`src/rtl/rld_timer_pkg.sv`:
```
package rld_timer_pkg;
  typedef enum logic [1:0] {
    ST_STOP = 2'd0,
    ST_WAIT = 2'd1,
    ST_LOAD = 2'd2,
    ST_RUN  = 2'd3
  } tmr_state_e;
endpackage

```
`src/rtl/rld_trig_sync.sv`:
```
module rld_trig_sync #(
  parameter int STAGES = 2
) (
  input  logic clk,
  input  logic rst_n,
  input  logic async_i,
  output logic rise_o
);
  logic [STAGES-1:0] sync_q;
  logic              last_q;

  generate
    for (genvar i = 0; i < STAGES; i++) begin : g_stage
      if (i == 0) begin : g_first
        always_ff @(posedge clk or negedge rst_n)
          if (!rst_n) sync_q[0] <= 1'b0;
          else        sync_q[0] <= async_i;
      end else begin : g_next
        always_ff @(posedge clk or negedge rst_n)
          if (!rst_n) sync_q[i] <= 1'b0;
          else        sync_q[i] <= sync_q[i-1];
      end
    end
  endgenerate

  always_ff @(posedge clk or negedge rst_n)
    if (!rst_n) last_q <= 1'b0;
    else        last_q <= sync_q[STAGES-1];

  assign rise_o = sync_q[STAGES-1] & ~last_q;
endmodule

```
`src/rtl/rld_fsm.sv`:
```
module rld_fsm
  import rld_timer_pkg::*;
(
  input  logic       clk,
  input  logic       rst_n,
  input  logic       enable_i,
  input  logic       reload_mode_i,
  input  logic       sw_trig_i,
  input  logic       ext_rise_i,
  input  logic       underflow_i,
  output tmr_state_e state_o
);
  tmr_state_e st_q, st_d;

  always_comb begin
    st_d = st_q;
    if (!enable_i) st_d = ST_STOP;
    else begin
      unique case (st_q)
        ST_STOP: st_d = sw_trig_i ? ST_LOAD : ST_WAIT;
        ST_WAIT: if (sw_trig_i || ext_rise_i) st_d = ST_LOAD;
        ST_LOAD: st_d = ST_RUN;
        ST_RUN: begin
          if (sw_trig_i)        st_d = ST_LOAD;
          else if (underflow_i) st_d = reload_mode_i ? ST_LOAD : ST_WAIT;
        end
        default: st_d = ST_STOP;
      endcase
    end
  end

  always_ff @(posedge clk or negedge rst_n)
    if (!rst_n) st_q <= ST_STOP;
    else        st_q <= st_d;

  assign state_o = st_q;

  AST_DISABLE_STOPS: assert property (@(posedge clk) disable iff (!rst_n)
    !enable_i |=> st_q == ST_STOP);
  AST_LOAD_THEN_RUN: assert property (@(posedge clk) disable iff (!rst_n)
    (st_q == ST_LOAD && enable_i) |=> st_q == ST_RUN);
  AST_ONESHOT_WAITS: assert property (@(posedge clk) disable iff (!rst_n)
    (underflow_i && !reload_mode_i && enable_i && !sw_trig_i) |=> st_q == ST_WAIT);
endmodule

```
`src/rtl/rld_counter.sv`:
```
module rld_counter
  import rld_timer_pkg::*;
#(
  parameter int WIDTH = 16
) (
  input  logic             clk,
  input  logic             rst_n,
  input  tmr_state_e       state_i,
  input  logic             tick_i,
  input  logic [WIDTH-1:0] reload_val_i,
  output logic [WIDTH-1:0] count_o,
  output logic             underflow_o
);
  localparam logic [WIDTH-1:0] ZERO = '0;
  localparam logic [WIDTH-1:0] ONE  = WIDTH'(1);
  logic [WIDTH-1:0] cnt_q;

  always_ff @(posedge clk or negedge rst_n)
    if (!rst_n)                              cnt_q <= ZERO;
    else if (state_i == ST_LOAD)             cnt_q <= reload_val_i;
    else if (state_i == ST_RUN && tick_i)    cnt_q <= cnt_q - ONE;

  assign underflow_o = (state_i == ST_RUN) && tick_i && (cnt_q == ZERO);
  assign count_o     = cnt_q;

  AST_STOP_HOLDS: assert property (@(posedge clk) disable iff (!rst_n)
    (state_i == ST_STOP) |=> $stable(cnt_q));
  AST_LOAD_VALUE: assert property (@(posedge clk) disable iff (!rst_n)
    (state_i == ST_LOAD) |=> cnt_q == $past(reload_val_i));
  AST_WRAP_ONES: assert property (@(posedge clk) disable iff (!rst_n)
    underflow_o |=> &cnt_q);
endmodule

```
`src/rtl/rld_outputs.sv`:
```
module rld_outputs
  import rld_timer_pkg::*;
(
  input  logic       clk,
  input  logic       rst_n,
  input  tmr_state_e state_i,
  input  logic       reload_mode_i,
  input  logic       underflow_i,
  input  logic       flag_clr_i,
  input  logic       irq_en_i,
  output logic       uf_flag_o,
  output logic       irq_o,
  output logic       tog_o
);
  logic flag_q, tog_q;

  always_ff @(posedge clk or negedge rst_n)
    if (!rst_n)           flag_q <= 1'b0;
    else if (underflow_i) flag_q <= 1'b1;
    else if (flag_clr_i)  flag_q <= 1'b0;

  always_ff @(posedge clk or negedge rst_n)
    if (!rst_n)           tog_q <= 1'b0;
    else if (underflow_i) tog_q <= ~tog_q;

  assign uf_flag_o = flag_q;
  assign irq_o     = flag_q & irq_en_i;
  assign tog_o     = reload_mode_i ? tog_q : (state_i == ST_RUN);

  AST_FLAG_SET: assert property (@(posedge clk) disable iff (!rst_n)
    underflow_i |=> flag_q);
  AST_TOG_FLIPS: assert property (@(posedge clk) disable iff (!rst_n)
    underflow_i |=> tog_q != $past(tog_q));
endmodule

```
`src/rtl/rld_timer.sv`:
```
module rld_timer
  import rld_timer_pkg::*;
#(
  parameter int WIDTH       = 16,
  parameter int SYNC_STAGES = 2
) (
  input  logic             clk,
  input  logic             rst_n,
  input  logic             enable_i,
  input  logic             reload_mode_i,
  input  logic             sw_trig_i,
  input  logic             ext_trig_i,
  input  logic             tick_i,
  input  logic [WIDTH-1:0] reload_val_i,
  input  logic             flag_clr_i,
  input  logic             irq_en_i,
  output logic [WIDTH-1:0] count_o,
  output logic [1:0]       state_o,
  output logic             uf_flag_o,
  output logic             irq_o,
  output logic             tog_o
);
  logic       ext_rise, underflow;
  tmr_state_e st;

  rld_trig_sync #(.STAGES(SYNC_STAGES)) u_sync (
    .clk(clk), .rst_n(rst_n), .async_i(ext_trig_i), .rise_o(ext_rise));

  rld_fsm u_fsm (
    .clk(clk), .rst_n(rst_n), .enable_i(enable_i),
    .reload_mode_i(reload_mode_i), .sw_trig_i(sw_trig_i),
    .ext_rise_i(ext_rise), .underflow_i(underflow), .state_o(st));

  rld_counter #(.WIDTH(WIDTH)) u_cnt (
    .clk(clk), .rst_n(rst_n), .state_i(st), .tick_i(tick_i),
    .reload_val_i(reload_val_i), .count_o(count_o), .underflow_o(underflow));

  rld_outputs u_out (
    .clk(clk), .rst_n(rst_n), .state_i(st), .reload_mode_i(reload_mode_i),
    .underflow_i(underflow), .flag_clr_i(flag_clr_i), .irq_en_i(irq_en_i),
    .uf_flag_o(uf_flag_o), .irq_o(irq_o), .tog_o(tog_o));

  assign state_o = st;
endmodule

```
`config.mk`:
```
export PLATFORM = sky130hd
export DESIGN_NAME = rld_timer
export DESIGN_NICKNAME = d
export VERILOG_FILES = /design/src/rtl/rld_timer_pkg.sv /design/src/rtl/rld_trig_sync.sv /design/src/rtl/rld_fsm.sv /design/src/rtl/rld_counter.sv /design/src/rtl/rld_outputs.sv /design/src/rtl/rld_timer.sv
export SDC_FILE = /design/constraint.sdc
export NUM_CORES = 1
export LEC_CHECK = 0
export BUFFER_PORTS_ARGS = -buffer_cell sky130_fd_sc_hd__buf_4
export CELL_PAD_IN_SITES_DETAIL_PLACEMENT = 1
export CELL_PAD_IN_SITES_GLOBAL_PLACEMENT = 1
export CORE_UTILIZATION = 38
export DETAILED_ROUTE_END_ITERATION = 12
export MAX_ROUTING_LAYER = met4
export PLACE_DENSITY = 0.85
export REMOVE_ABC_BUFFERS = 1
export SETUP_SLACK_MARGIN = 0.02
export SYNTH_ARGS = -nofsm -noshare
export SYNTH_HDL_FRONTEND = slang
export SYNTH_SLANG_ARGS = --single-unit
export TNS_END_PERCENT = 5
```
`constraint.sdc`:
```
create_clock -name clk -period 2.8 [get_ports clk]
set_input_delay 0 -clock clk [delete_from_list [all_inputs] [get_ports clk]]
set_output_delay 0 -clock clk [all_outputs]
set_load 0.01 [all_outputs]
```
# Yosys cells after proc, flatten, opt, wreduce, memory -nomap -nowiden
# Index checks and enable logic that the tools add are counted.
# op_classes
n_addsub,1
n_eq_ne,5
muxes,12
n_bitwise,4
reduce_logical,8
# ops
operator,n
16-bit two-way mux,2
16-bit logical NOT,1
"16-bit by 1-bit subtractor with 16-bit output, second input constant",1
2-bit two-way mux,6
2-bit one-hot mux with 4 select lines,1
"2-bit == test, second input constant",2
"4-bit by 3-bit != test with 1-bit output, second input constant",1
2-bit nonzero test,2
1-bit two-way mux,3
"3-bit by 2-bit != test with 1-bit output, second input constant",1
1-bit AND,2
"2-bit by 1-bit == test with 1-bit output, second input constant",1
1-bit logical AND,2
2-bit logical NOT,1
1-bit inverter,2
2-bit AND reduction,1
1-bit logical OR,1
# word_totals
reg_bits,23
in_bits,25
output_inout_bits,21
wordCells,37

# Depth between registers and ports, before layout
# logic_depth
depth_word,7
depth_mapped,6

# By module
# From an unflattened synthesis, not the netlist that was laid out.
# hier_totals
hier_cells,134
hier_area_um2,1311.3
# modules_own_cells
mod,instances,cells_per_inst,area_each_um2
rld_counter,1,109,1026.0
rld_fsm,1,12,107.6
rld_outputs,1,9,88.8
rld_trig_sync,1,4,88.8

# Worst setup path after synthesis
# No wires, ideal clock.
# synth_path
kind,register -> register
from,reg u_cnt.cnt_q[12] (netlist: u_cnt.count_o[12])
to,reg u_cnt.cnt_q[15] (netlist: u_cnt.count_o[15])
setup_time_ns,0.082
arrival_time_ns,1.667
required_ns,2.718
slack_ns,1.051
stages_incl_launch_ff,5
synth_period_minus_slack_ns,1.749
cell_sequence,dfrtp_1 -> or3_4 -> or2_4 -> or4_1 -> a31oi_1
# synth_via
elab_chain_len,3
# synth_rtl
element,line,text
start: declaration,rld_counter.sv:16,logic [WIDTH-1:0] cnt_q;
start signal: assignment,rld_counter.sv:20,else if (state_i == ST_LOAD) cnt_q <= reload_val_i;
start signal: assignment,rld_counter.sv:21,else if (state_i == ST_RUN && tick_i) cnt_q <= cnt_q - ONE;
16-bit by 1-bit subtractor with 16-bit output,rld_counter.sv:21,
16-bit two-way mux,rld_counter.sv:21,
16-bit two-way mux,rld_counter.sv:20,
# No other way between the ends. The select of a mux whose other input is x is not followed.
# A chain may end at the register's enable or synchronous reset.

# Final worst setup path
# layout_path
from,reg u_cnt.cnt_q[0] (netlist: u_cnt.count_o[0])
to,reg u_cnt.cnt_q[12] (netlist: u_cnt.count_o[12])
# Same word-level chain as after synthesis.

==> impl_results.md <==
- Outcome: completed
- Slowest cell on crit path: or4_1
- Simple-gate share of the synthesized area: around 26%
- Worst hold path depth: 3
- Setup TNS: 0 ns
- Xor/xnor share of the synthesized area: a little under 6%
- Cells resized by post-CTS repair: 0
- Total standard cell area after synthesis: ~0.0012 sq mm
- First-pass GRT wire length: 5809 um
- All-Layer GR Usage: between 20% and 30%
- Total via count in the routed design: 1229
- Unique cell type count in the Yosys netlist: 30
- Asr flop ratio synth: between 90% and 100%
- Flops & latches, synth: 23
- Largest cells by area after synthesis: dfrtp_1, o21ai_0, xor2_1, nor2_1, nand2_1
- Number of cell instances on the worst register-to-register path: 6
- Placement Cell Area: about 0.0016 sq mm
- Cell leakage power: 0.0008030 uW
- Worst setup SP type: flip-flop
- Actual slew at the worst max-slew pin: a little over 0.8 ns
- Slowest stage delay, CP: between 0.4 and 0.5 ns
- R2R setup slack: around 0.85 ns
- Maximum number of buffers from clock root to sink: 2
- Kind of capture point of the worst setup path: flip-flop
- Number of antenna violations at the first check in global routing: 0
- Class of the most critical hold timing path: primary input to flip-flop
- Maximum net fanout on the critical path: 7
- Clock sinks: 23
- Critical path cell sequence: inv_1 > ha_1 > and4b_1 > nand4_2 > or4_1 > a31oi_1
- CTS tree: built
- Worst R2R End: u_cnt.count_o[12]
- Share of the synthesized area in the top cell type: between 40% and 50%
- Family with the most delay on the worst path: simple AND/OR/NAND/NOR gates
- Synth Area in Adders: 1.035%
- Hold Vio Cnt, Final: 0
- Synthesis-to-finish area growth: 48.34%
- Number of vias per cell: 5.230
- H-tree levels: 1
- Floorplan die area: 0.003410 sq mm
- Floorplan Core Area: just over 0.003 sq mm
- Insertion delay to the later sink of the worst-skew pair: 0.31 ns
- Number of global-route vias before repair: roughly 1300
- Fraction of synthesized area in multiplexers: 0%
- Post-CTS Repair Setup Buffers: 0
- IO buf count: 45
- Final layout net count: 218
- Chip Width: 58.40 um
- Sequential share of the synthesized area: between 40 and 50%
- I/O pin total: 46
- Largest net degree at the start of global routing: 24
- Commonest register cell after synthesis: dfrtp_1
- Worst setup path category: flip-flop to flip-flop
- Share of final-layout standard cells stronger than drive strength 1: between 20% and 30%
- Setup Viol. Count Final: 0
- Layout Cells excl Fill: 235
- Post-detailed-routing wire length: between 3000 and 4000 um
- Global placer's final weighted congestion: 0.7608
- Final-report max-slew violation count: 0
- Antenna Nets Post-Route: 0
- Worst-case hold path end point: u_cnt.count_o[1]
- Overflow left after global routing: 0
- Critical path buffers and inverters: 1
- Average wire per standard cell: around 15 um
- Starting DRT DRC Count: 30
- Crit path required time: slightly above 3 ns
- Floorplan row count: 20
- Worst slew margin: 46.19%
- Post-Synthesis Cells: 128
- Setup repair after global routing missed its margin: no
- Final Cell Area: around 0.0018 sq mm
- Number of remaining DRC errors: 0
- Cell at the root of the clock tree: clkbuf_4
- Worst clock skew: about 0.0025 ns
- Ratio of total power to cell area: 611.6 mW/mm^2
- Portion of the clock cycle consumed by the worst path in the final layout: 69.58%
- Critical R2R Launch: u_cnt.count_o[0]
- CTS buffer count: 3
- Clock Pin Slew Worst Setup and Hold Paths: approximately 0.13 ns
- Number of flops mapped to enable cells by yosys: 0
- Starting density of the core: roughly two fifths
- Combinational family with the most area after synthesis: simple AND/OR/NAND/NOR gates
- Worst hold margin: between 0.015 and 0.02 ns
- Diode count: 0
- Max-capacitance violation count: 0
- DPL Wire Length: 2495 um
- Synthesized-area fraction occupied by ao, oa, aoi and oai cells: between 15 and 20%
- Start point of the worst min-delay path: reload_val_i[1]
- Fmax: a little over 500 MHz
- Maximum vdd drop: approximately 0.31 mV
- Die boundary height: 58.40 um
- Mean Syn Cell Area: roughly 9.4 sq um
- Arrival time reported for the critical path endpoint: roughly 2.2 ns
- Cell accounting for the most synthesized area: dfrtp_1
- Placed cell count: approximately 210
- Final critical path time including I/O delays and setup: just under 2 ns
- Yosys synthesis warning count: 0
- Number of detailed-routing iterations run before antenna repair: 4
cell usage after synthesis, drive strengths merged, types with 2 or more instances:
cell type	n
dfrtp	23
o21ai	16
nor2	12
nand2	11
xor2	8
a21oi	7
inv	7
a31oi	6
or3	5
clkbuf	4
nand3	4
nand4b	4
o31ai	3
and4b	2
nand4	2
nor4	2
or4	2
cell type report:
type / instances / area (sq um)
clock buffers: 4 / 26.28
fillers: 361 / 1235
inverters: 7 / 26.28
multi-input cells: 94 / 591.8
flip-flops and latches: 23 / 575.6
well taps: 44 / 55.05
repair buffers: 63 / 518.0
worst reg2reg max path, stage by stage, from the launching register on:
cell	delay (ns)
dfrtp_1	0.44
inv_1	0.08
ha_1	0.17
and4b_1	0.32
nand4_2	0.23
or4_1	0.47
a31oi_1	0.17
cell families (layout without fill, tap and decap cells):
| logic type | Yosys count | after routing |
|---|---|---|
| and+or+nand+nor | 50 | 50 |
| AOI/OAI and AO/OA | 35 | 35 |
| DFF | 23 | 23 |
| buffers and inverters | 11 | 74 |
| xor gates and xnor gates | 8 | 8 |
| adders and majority gates | 1 | 1 |
cells in the final DEF, fill, tap and decap left out, drive strengths merged:
| master | synthesis | routed |
|---|---|---|
| nor3 | 1 | 1 |
| nand3 | 4 | 4 |
| or3b | 1 | 1 |
| nand4 | 2 | 2 |
| o22ai | 1 | 1 |
| and2 | 1 | 1 |
| dfrtp | 23 | 23 |
| a21o | 1 | 1 |
| and4b | 2 | 2 |
| or2 | 1 | 1 |
| a21oi | 7 | 7 |
| xor2 | 8 | 8 |
| or4 | 2 | 2 |
| clkbuf | 4 | 4 |
| inv | 7 | 7 |
| nand2 | 11 | 11 |
| o41ai | 1 | 1 |
| o31ai | 3 | 3 |
| nor2 | 12 | 12 |
| nand3b | 1 | 1 |
| ha | 1 | 1 |
| nor4 | 2 | 2 |
| o21ai | 16 | 16 |
| nand4b | 4 | 4 |
| dlygate4sd3 | 0 | 18 |
| a31oi | 6 | 6 |
| or4b | 1 | 1 |
| or3 | 5 | 5 |
| buf | 0 | 45 |
where the power goes:
part / internal (uW) / leakage, uW / switching [uW]
logic: 215 / 0.000514 / 192
registers: 410 / 0.000274 / 123
clock network: 55.6 / 0.0000150 / 101
metrics by stage:
| stage | utilization, % | power [uW] | worst slack, ns |
|---|---|---|---|
| floorplan | - | 701.0 | 1.044 |
| global placement | 52.40 | 901.6 | 0.9860 |
| detailed placement | 52.40 | 922.1 | 0.8768 |
| CTS | 59.21 | 1101 | 0.8760 |
| global route | 59.21 | 1168 | 0.7276 |
| finish | 59.21 | 1097 | 0.8518 |
repair_timing:
action | in CTS | in global routing
hold buffers | 18 | 0
hold endpoints to repair | 41 | 0
endpoints found under the setup margin | 0 | 0
routing by layer:
metal / track usage (%) / part of all wire, % / up-vias
li1: - / - / 591
met1: 27.03 / 42 / 592
met2: 41.38 / 51 / 36
met3: 2.857 / 4.0 / 10
met4: 7.143 / 2.3 / 0
met5: - / 0 / -
sequential cells by signal (all words and copies together), names as in the netlist:
| name | flops |
|---|---|
| u_cnt.count_o | 16 |
| u_fsm.state_o | 2 |
| u_out.tog_q | 1 |
| u_out.uf_flag_o | 1 |
| u_sync.last_q | 1 |
| u_sync.sync_q | 2 |
worst max path at each step:
stage	slack (ns)	start	cells past startpoint	end
2_1_floorplan	1.04	u_cnt.count_o[0]	6	u_cnt.count_o[12]
3_3_place_gp	0.99	u_cnt.count_o[0]	6	u_cnt.count_o[12]
3_5_place_dp	0.88	u_cnt.count_o[0]	6	u_cnt.count_o[12]
4_1_cts	0.88	u_fsm.state_o[1]	4	u_cnt.count_o[15]
5_1_grt	0.73	u_fsm.state_o[1]	4	u_cnt.count_o[15]
6_report	0.85	u_cnt.count_o[0]	6	u_cnt.count_o[12]
Note: power is estimated with default switching activity, not from simulation.
